`src/rtl/smac_pkg.sv`:
```
package smac_pkg;
  typedef enum logic [1:0] {
    CMD_NONE,
    CMD_CLR,
    CMD_LOAD,
    CMD_MAC
  } smac_cmd_e;
endpackage

```
`src/rtl/smac_cmd_arb.sv`:
```
module smac_cmd_arb
  import smac_pkg::*;
(
  input  logic      clr_i,
  input  logic      ld_i,
  input  logic      mac_i,
  output smac_cmd_e cmd_o
);
  // fixed priority: clear > load > accumulate
  always_comb begin
    if (clr_i)      cmd_o = CMD_CLR;
    else if (ld_i)  cmd_o = CMD_LOAD;
    else if (mac_i) cmd_o = CMD_MAC;
    else            cmd_o = CMD_NONE;
  end
endmodule

```
`src/rtl/smac_mul.sv`:
```
module smac_mul #(
  parameter int OP_W = 16
) (
  input  logic signed [OP_W-1:0]   a_i,
  input  logic signed [OP_W-1:0]   b_i,
  output logic signed [2*OP_W-1:0] p_o
);
  assign p_o = a_i * b_i;
endmodule

```
`src/rtl/smac_sum.sv`:
```
module smac_sum #(
  parameter int PROD_W = 32,
  parameter int SAT_W  = 32,
  parameter int ACC_W  = 42
) (
  input  logic [ACC_W-1:0]  acc_i,
  input  logic [PROD_W-1:0] prod_i,
  input  logic              sat_mode_i,
  output logic [ACC_W-1:0]  nxt_o,
  output logic              clip_o
);
  localparam int TOP_W = ACC_W - SAT_W + 1;
  localparam logic [SAT_W-1:0] SAT_MAX = {1'b0, {(SAT_W-1){1'b1}}};
  localparam logic [SAT_W-1:0] SAT_MIN = {1'b1, {(SAT_W-1){1'b0}}};

  logic [TOP_W-1:0] top_bits;
  logic             fits;
  logic [SAT_W-1:0] base;
  logic [SAT_W:0]   prod_s;
  logic [SAT_W:0]   sum_s;
  logic             ovf;
  logic [SAT_W-1:0] sat_res;
  logic [ACC_W-1:0] wrap_res;

  always_comb begin
    top_bits = acc_i[ACC_W-1:SAT_W-1];
    fits     = (top_bits == '0) || (top_bits == '1);
    // pre-clamp a wide value left over from wrap mode
    base     = fits ? acc_i[SAT_W-1:0] : (acc_i[ACC_W-1] ? SAT_MIN : SAT_MAX);
    prod_s   = {{(SAT_W+1-PROD_W){prod_i[PROD_W-1]}}, prod_i};
    sum_s    = {base[SAT_W-1], base} + prod_s;
    ovf      = sum_s[SAT_W] ^ sum_s[SAT_W-1];
    sat_res  = ovf ? (sum_s[SAT_W] ? SAT_MIN : SAT_MAX) : sum_s[SAT_W-1:0];
    wrap_res = acc_i + {{(ACC_W-PROD_W){prod_i[PROD_W-1]}}, prod_i};
    nxt_o    = sat_mode_i ? {{(ACC_W-SAT_W){sat_res[SAT_W-1]}}, sat_res} : wrap_res;
    clip_o   = sat_mode_i & (~fits | ovf);
  end
endmodule

```
`src/rtl/smac_unit.sv`:
```
module smac_unit
  import smac_pkg::*;
#(
  parameter int OP_W  = 16,
  parameter int SAT_W = 32,
  parameter int ACC_W = 42
) (
  input  logic             clk_i,
  input  logic             rst_ni,
  input  logic             sat_mode_i,
  input  logic             clr_i,
  input  logic             ld_i,
  input  logic [SAT_W-1:0] ld_data_i,
  input  logic             mac_valid_i,
  input  logic [OP_W-1:0]  op_a_i,
  input  logic [OP_W-1:0]  op_b_i,
  input  logic             st_i,
  output logic             done_o,
  output logic             rd_valid_o,
  output logic [SAT_W-1:0] rd_hi_o,
  output logic [SAT_W-1:0] rd_lo_o,
  output logic             sat_o
);
  localparam int PROD_W = 2 * OP_W;
  localparam int EXT_W  = ACC_W - SAT_W;
  localparam int HI_PAD = 2 * SAT_W - ACC_W;

  smac_cmd_e        cmd;
  logic [PROD_W-1:0] prod;
  logic [ACC_W-1:0]  acc_nxt;
  logic              clip;
  logic [ACC_W-1:0]  acc_q;
  logic              sat_q;
  logic              done_q;
  logic              rd_v_q;
  logic [SAT_W-1:0]  rd_hi_q;
  logic [SAT_W-1:0]  rd_lo_q;

  smac_cmd_arb u_arb (
    .clr_i (clr_i),
    .ld_i  (ld_i),
    .mac_i (mac_valid_i),
    .cmd_o (cmd)
  );

  smac_mul #(.OP_W(OP_W)) u_mul (
    .a_i (op_a_i),
    .b_i (op_b_i),
    .p_o (prod)
  );

  smac_sum #(.PROD_W(PROD_W), .SAT_W(SAT_W), .ACC_W(ACC_W)) u_sum (
    .acc_i      (acc_q),
    .prod_i     (prod),
    .sat_mode_i (sat_mode_i),
    .nxt_o      (acc_nxt),
    .clip_o     (clip)
  );

  always_ff @(posedge clk_i or negedge rst_ni) begin
    if (!rst_ni) begin
      acc_q  <= '0;
      sat_q  <= 1'b0;
      done_q <= 1'b0;
    end else begin
      done_q <= (cmd == CMD_MAC);
      unique case (cmd)
        CMD_CLR: begin
          acc_q <= '0;
          sat_q <= 1'b0;
        end
        CMD_LOAD: acc_q <= {{EXT_W{ld_data_i[SAT_W-1]}}, ld_data_i};
        CMD_MAC: begin
          acc_q <= acc_nxt;
          if (clip) sat_q <= 1'b1;
        end
        default: ;
      endcase
    end
  end

  // read ports capture the pre-update value
  always_ff @(posedge clk_i or negedge rst_ni) begin
    if (!rst_ni) begin
      rd_v_q  <= 1'b0;
      rd_hi_q <= '0;
      rd_lo_q <= '0;
    end else begin
      rd_v_q <= st_i;
      if (st_i) begin
        rd_lo_q <= acc_q[SAT_W-1:0];
        rd_hi_q <= {{HI_PAD{acc_q[ACC_W-1]}}, acc_q[ACC_W-1:SAT_W]};
      end
    end
  end

  assign done_o     = done_q;
  assign rd_valid_o = rd_v_q;
  assign rd_hi_o    = rd_hi_q;
  assign rd_lo_o    = rd_lo_q;
  assign sat_o      = sat_q;

  AST_RESET_IDLE: assert property (@(posedge clk_i) !rst_ni |=> (acc_q == '0 || !rst_ni));
  AST_DONE_CAUSE: assert property (@(posedge clk_i) disable iff (!rst_ni)
    done_o |-> $past(mac_valid_i && !clr_i && !ld_i));
  AST_DONE_SET: assert property (@(posedge clk_i) disable iff (!rst_ni)
    (mac_valid_i && !clr_i && !ld_i) |=> done_o);
  AST_CLR_WINS: assert property (@(posedge clk_i) disable iff (!rst_ni)
    clr_i |=> (acc_q == '0 && !sat_o));
  AST_LD_SEXT: assert property (@(posedge clk_i) disable iff (!rst_ni)
    (ld_i && !clr_i) |=> (acc_q == {{EXT_W{$past(ld_data_i[SAT_W-1])}}, $past(ld_data_i)}));
  AST_SAT_RANGE: assert property (@(posedge clk_i) disable iff (!rst_ni)
    (mac_valid_i && !clr_i && !ld_i && sat_mode_i) |=>
      (acc_q[ACC_W-1:SAT_W-1] == '0 || acc_q[ACC_W-1:SAT_W-1] == '1));
  AST_SAT_STICKY: assert property (@(posedge clk_i) disable iff (!rst_ni)
    (sat_o && !clr_i) |=> sat_o);
  AST_RD_PULSE: assert property (@(posedge clk_i) disable iff (!rst_ni)
    rd_valid_o |-> $past(st_i));
  AST_MODE_KEEP: assert property (@(posedge clk_i) disable iff (!rst_ni)
    (!clr_i && !ld_i && !mac_valid_i) |=> $stable(acc_q));
endmodule

```
`config.mk`:
```
export PLATFORM = sky130hd
export DESIGN_NAME = smac_unit
export DESIGN_NICKNAME = d
export VERILOG_FILES = /design/src/rtl/smac_pkg.sv /design/src/rtl/smac_cmd_arb.sv /design/src/rtl/smac_mul.sv /design/src/rtl/smac_sum.sv /design/src/rtl/smac_unit.sv
export SDC_FILE = /design/constraint.sdc
export NUM_CORES = 1
export LEC_CHECK = 0
export ABC_CLOCK_PERIOD_IN_PS = 5720
export CAP_MARGIN = 0
export CORE_AREA = 2 2 210 212
export DETAILED_ROUTE_END_ITERATION = 6
export DIE_AREA = 0 0 212 214
export PLACE_DENSITY = 0.69
export SYNTH_ARGS = -nofsm -noshare
export SYNTH_HDL_FRONTEND = slang
export SYNTH_HIERARCHICAL = 1
export SYNTH_SLANG_ARGS = --single-unit
```
`constraint.sdc`:
```
create_clock -name clk_i -period 5.72 [get_ports clk_i]
set_input_delay 0.858 -clock clk_i [delete_from_list [all_inputs] [get_ports clk_i]]
set_output_delay 0.858 -clock clk_i [all_outputs]
set_load 0.1 [all_outputs]
```
==> results of run 1 <==
[cells in the mapped netlist, types with 27 or more instances]
cell,instances
a21o_1,73
a21oi_1,99
and2_1,133
buf_4,31
clkbuf_1,74
dfrtp_1,87
fa_1,264
ha_1,157
inv_1,355
mux2_2,43
mux2i_1,43
nand2_1,182
nand3_1,27
nor2_1,80
o21ai_0,47
o2bb2ai_2,39
xnor2_1,67
[worst min-delay path by stage]
stage                                 start  slack (ns)  cells past startpoint                 endpoint
floorplan              acc_q[0]$_DFFE_PN0P_        0.53                      1   rd_lo_o[0]$_DFFE_PN0P_
global placement    rd_lo_o[31]$_DFFE_PN0P_        0.49                      1  rd_lo_o[31]$_DFFE_PN0P_
detailed placement   rd_lo_o[8]$_DFFE_PN0P_        0.50                      1   rd_lo_o[8]$_DFFE_PN0P_
CTS                                  rst_ni        0.47                      1     acc_q[9]$_DFFE_PN0P_
global route                         rst_ni        0.48                      1   rd_lo_o[6]$_DFFE_PN0P_
finish                               rst_ni        0.47                      1   rd_lo_o[6]$_DFFE_PN0P_
[through the flow]
step                      setup slack, ns  instance area [µm²]  hold WS, ns  util (%)  TNS (ns)
after floorplan                     -2.67                19900        0.531         -   -105.66
after detailed placement            -3.82                24700        0.495      57.7   -156.12
after global placement              -3.67                24700        0.491      57.7   -150.76
after global routing                -3.32                26800        0.482      62.6   -134.28
after CTS                           -2.95                26100        0.475      60.9   -121.25
final                               -3.03                26800        0.466      62.6   -122.40
[cell type report]
class                           instances  area (µm²)
Inverter                              355        1340
Fill cell                            3496       16000
Sequential cell                        87        2180
Timing Repair Buffer                  685        5890
Clock inverter                          6         116
Multi-Input combinational cell       1588       16300
Tap cell                              585         732
Clock buffer                           10         239
[registers in the layout, indices dropped and copies added, names as in the netlist]
name	flops
acc_q	42
done_o	1
rd_hi_o	10
rd_lo_o	32
rd_valid_o	1
sat_o	1
[kinds of logic after synthesis]
| kind of cell | count (synthesis) |
|---|---|
| xor gates and xnor gates | 88 |
| AOI/OAI and AO/OA | 466 |
| muxes | 86 |
| and+or+nand+nor | 527 |
| DFF | 87 |
| buffers and inverters | 475 |
| adders and majority gates | 421 |
[worst max-delay path: cells and delay by family]
| kind | cells | cell delay (ns) |
|---|---|---|
| adder cells (fa/ha/maj) | 9 | 3.88 |
| AO/OA/AOI/OAI | 11 | 1.79 |
| AND/OR/NAND/NOR | 6 | 1.41 |
| buffers and inverters | 8 | 0.67 |
| XOR/XNOR | 2 | 0.38 |
[timing repair]
action	in CTS	in global routing
hold endpoints to repair	0	0
setup endpoints to repair	43	43
resized for setup	156	166
setup buffers	60	29
pin swaps	65	113
cloned	6	1
[per-layer routing]
| metal | up-vias | wire length, µm |
|---|---|---|
| met3 | 118 | 2590 |
| met4 | 0 | 1640 |
| met5 | - | 0 |
| met1 | 8849 | 24400 |
| li1 | 8273 | - |
| met2 | 441 | 30000 |
==> summary.txt, run 1 <==
======================================================================================
Cell at the root of the clock tree                                           clkbuf_16
Crit path required time                                                        5.99 ns
Buffer depth of the longest clock path                                               2
Worst rel slew slack                                                             32.8%
Most common cell after layout, fill and taps aside                               buf_4
Global routing usage summed across all routing layers                            26.4%
Crit path DAT                                                                  9.02 ns
Critical R2R Launch                                                       acc_q[32]$_DFFE_PN0P_
Cell area after synthesis                                                   19,300 µm²
Die boundary width                                                              212 µm
Global-route wire length before repair                                       96,300 µm
Post-detailed-routing wire length                                            58,600 µm
CP Capture Type                                                               register
Share of flip-flops with an asynchronous set or reset after synthesis             100%
Biggest cell delay along the critical path                                     0.55 ns
Number of non-filler instances in the completed layout                           3,316
Global-route track usage on met1                                                 33.1%
Number of sinks on the clock net                                                    87
Final setup margin                                                            -3.03 ns
Number of detailed-route iterations in the first pass                                5
Die Y-Extent                                                                    214 µm
Kind of launch point of the worst setup path                                 input pin
Portion of the post-synthesis area used by sequential elements                   11.3%
Hold crit path type                                                       input pin to async pin
Num CTS Buffers                                                                      9
Synthesis warning total                                                              6
Simple-gate portion of the synthesized area                                      13.6%
Post-synth top area cell                                                          fa_1
R2r endpoint                                                              acc_q[27]$_DFFE_PN0P_
Latest clock arrival within the worst-skew pair                                0.35 ns
Total DRC errors in the routed layout                                                0
Number of I/O pins                                                                 138
Share of the synthesized area in compound gates (AO/OA/AOI/OAI)                  18.4%
Share of cells above drive strength 1                                            33.4%
Synthesized flop and latch total                                                    87
Clock tree from TritonCTS                                                        built
Number of H-tree branching levels                                                    3
Final-report hold violation count                                                    0
Count of antenna-violating nets left after detailed routing                          0
Worst setup path class                                                    input pin to register
Worst-case reg-to-reg path depth                                                    19
Cell Count Post-Placement                                                        3,209
Post-layout min period                                                         8.75 ns
Worst R2R Setup Slack                                                          0.60 ns
Cell repeated most along the worst path                                           fa_1
CP startpoint                                                                op_a_i[5]
Initial Util                                                                     44.9%
Total setup violations reported at the end of the flow                              43
Synth Area in XOR/XNOR                                                           4.00%
Failing checks                                                            negative setup slack
GR Util met2                                                                     46.6%
Net count, final                                                                 3,218
Final setup skew                                                            0.00779 ns
Number of synthesized flops with an enable pin                                       0
Adder-cell share of the synthesized area                                         37.6%
Main combinational cell family by area after synthesis                     adder cells
End of the critical path                                                  acc_q[27]$_DFFE_PN0P_
DRT iter0 DRCs                                                                   1,074
Mapped Nets                                                                      2,642
Final count of pins violating max slew                                               0
Worst-path clk slew                                                            0.07 ns
Number of violations of the max-capacitance limit                                    0
Slew at the pin closest to its max-slew limit                                  1.00 ns
Synthesized instance count                                                       2,150
Sum of overflow across all layers after global routing                               0
Prevailing post-synth register cell                                            dfrtp_1
Library cells used by synthesis                                                     87
Routed length per placed instance                                              17.7 µm
Critical-path cell with the highest stage delay                                   fa_1
Synth top area cells                                                      fa_1 27%, dfrtp_1 11%, ha_1 10%
Maximum number of pins on one net before global-route repair                        56
Weighted congestion reported at the end of routability-driven placement          0.956
Area Overhead vs Synth                                                           39.3%
Mapped Avg Cell Area                                                          8.96 µm²
Die Outline Area                                                            45,400 µm²
Number of antenna violations at the first check in global routing                    0
Area share of the leading cell type in the synthesized netlist                   27.4%
Standard-cell row count                                                             76
Input/output buffers                                                               137
Worst Path Max Fanout                                                                8
CTS Hold Buffers Added                                                               0
Achievable clock frequency                                                     114 MHz
Outcome                                                                   complete, but fails checks
Detailed-placement wirelength estimate                                       46,600 µm
Number of antenna cells inserted                                                     0
Via count of the first global-routing pass                                      19,400
Global route hottest layer                                                        met2
Unrepaired setup endpoints after global routing                                   true
Total via count in the routed design                                            17,700
Commonest cells after routing, fill and taps aside                        489 x buf_4, 321 x inv_1, 247 x fa_1, 168 x nand2_1, 134 x ha_1
Post-synthesis mux area share                                                    4.75%
Final worst-path cycle share                                                      153%
GR Layer Usage met3                                                              4.22%
Area of the core                                                            42,900 µm²
Vias per cell                                                                     5.33
======================================================================================
Power of run 1 is left out: the tool's default activity adds up to more than one toggle a clock period on the data nets, which glitch-free logic cannot reach.
==> run 2: changes to the inputs <==
Settings changed: TNS_END_PERCENT set to 50.
==> run 2 against run 1 <==
  * Critical endpoint is now acc_q[4]$_DFFE_PN0P_
  * Flip-flop and latch count is the same
  * Maximum frequency shrank 0.89%
  * Register-to-register slack gained 0.04 ns
  * Global-route usage is essentially flat
  * The flow still finishes with violations (negative setup slack)
==> summary.txt, run 2 (same netlist as run 1, synthesis figures left out) <==
======================================================================================
CTS Hold Buffers Added                                                               0
Slew at the pin closest to its max-slew limit                                  1.03 ns
Via count of the first global-routing pass                                      19,400
Weighted congestion reported at the end of routability-driven placement          0.976
Net count, final                                                                 3,212
Die Outline Area                                                            45,400 µm²
Crit path required time                                                        6.01 ns
Biggest cell delay along the critical path                                     0.59 ns
Post-layout min period                                                         8.82 ns
Max FFs per register                                                                42
Number of I/O pins                                                                 138
Sum of overflow across all layers after global routing                               0
CP Capture Type                                                               register
Final setup skew                                                             0.0117 ns
Worst-case reg-to-reg path depth                                                    21
Final-report hold violation count                                                    0
Share of cells above drive strength 1                                            32.6%
Logic depth of the worst setup path including buffers                               38
Final count of pins violating max slew                                               0
Maximum number of pins on one net before global-route repair                        66
Cell at the root of the clock tree                                           clkbuf_16
Critical-path cell with the highest stage delay                                   fa_2
Total setup violations reported at the end of the flow                              43
Number of violations of the max-capacitance limit                                    0
Commonest cells after routing, fill and taps aside                        485 x buf_4, 324 x inv_1, 247 x fa_1, 169 x nand2_1, 136 x ha_1
Worst setup path class                                                    input pin to register
Register with the most flip-flops                                                acc_q
Input/output buffers                                                               137
Final setup margin                                                            -3.10 ns
Num CTS Buffers                                                                      9
Routed length per placed instance                                              17.5 µm
Total DRC errors in the routed layout                                                0
Worst-path clk slew                                                            0.07 ns
Number of H-tree branching levels                                                    3
Global-route wire length before repair                                       96,400 µm
Latest clock arrival within the worst-skew pair                                0.36 ns
Total via count in the routed design                                            17,700
Kind of launch point of the worst setup path                                 input pin
DRT iter0 DRCs                                                                     904
Buffer depth of the longest clock path                                               2
Die Y-Extent                                                                    214 µm
Die boundary width                                                              212 µm
Outcome                                                                   complete, but fails checks
Min Hold Slack                                                                0.383 ns
Initial Util                                                                     44.9%
Number of antenna violations at the first check in global routing                    0
Hold crit path type                                                       input pin to async pin
Global routing usage summed across all routing layers                            26.4%
Post-detailed-routing wire length                                            58,000 µm
Unrepaired setup endpoints after global routing                                   true
Most common cell after layout, fill and taps aside                               buf_4
Area Overhead vs Synth                                                           37.9%
Detailed-placement wirelength estimate                                       46,200 µm
Count of antenna-violating nets left after detailed routing                          0
Number of sinks on the clock net                                                    87
Buffering stage count on the worst path with inverters included                     10
Area of the core                                                            42,900 µm²
Final worst-path cycle share                                                      154%
Worst rel slew slack                                                             31.3%
Kind of cell adding the most delay to the critical path                    adder cells
Achievable clock frequency                                                     113 MHz
Number of antenna cells inserted                                                     0
Number of detailed-route iterations in the first pass                                5
Worst Path Max Fanout                                                                6
Crit path DAT                                                                  9.11 ns
Failing checks                                                            negative setup slack
Clock tree from TritonCTS                                                        built
Vias per cell                                                                     5.35
Standard-cell row count                                                             76
======================================================================================
==> run 2: stage by stage <==
step | TNS [ns] | cells | worst slack, ns | area, µm² | util, %
after floorplan | -107.64 | 2150 | -2.68 | 19800 | -
after global placement | -155.11 | 3213 | -3.82 | 24700 | 57.6
after detailed placement | -159.46 | 3213 | -3.94 | 24700 | 57.6
after CTS | -123.53 | 3299 | -3.03 | 26100 | 60.9
after global routing | -134.73 | 3310 | -3.28 | 26600 | 61.9
final | -127.36 | 3310 | -3.10 | 26600 | 61.9
==> run 2: final cells by class <==
cell class                 count  area (µm²)
inverter                     355        1340
multi-input combinational   1588       16200
clock inverter                 7         120
clock buffer                   9         225
timing repair buffer         679        5760
sequential                    87        2180
tap                          585         732
fill                        3522       16300
==> run 2: path summary, 6_finish.rpt <==
| path | startpoint | to | slack, ns |
|---|---|---|---|
| max in group asynchronous | rst_ni | acc_q[25]$_DFFE_PN0P_ | 4.13 |
| min in group clk_i | rd_hi_o[4]$_DFFE_PN0P_ | rd_hi_o[4]$_DFFE_PN0P_ | 0.51 |
| min reg2reg | rd_hi_o[4]$_DFFE_PN0P_ | rd_hi_o[4]$_DFFE_PN0P_ | 0.51 |
| max reg2reg | acc_q[31]$_DFFE_PN0P_ | acc_q[4]$_DFFE_PN0P_ | 0.64 |
| max | op_b_i[6] | acc_q[4]$_DFFE_PN0P_ | -3.10 |
| min | rst_ni | rd_lo_o[4]$_DFFE_PN0P_ | 0.38 |
==> run 2: timing repair <==
item	CTS	global route
setup buffers	67	15
endpoints found under the setup margin	43	43
pin swaps	98	98
resized for setup	177	118
cloned	3	0
==> run 2: metal layers <==
layer | vias to the layer above | routed length, µm | track usage, %
met5 | - | 0 | 0
met4 | 0 | 1810 | 8.52
met3 | 132 | 2160 | 2.42
met2 | 431 | 29900 | 46.9
met1 | 8893 | 24200 | 33.5
li1 | 8258 | - | -
Power of run 2 is left out for the same reason.
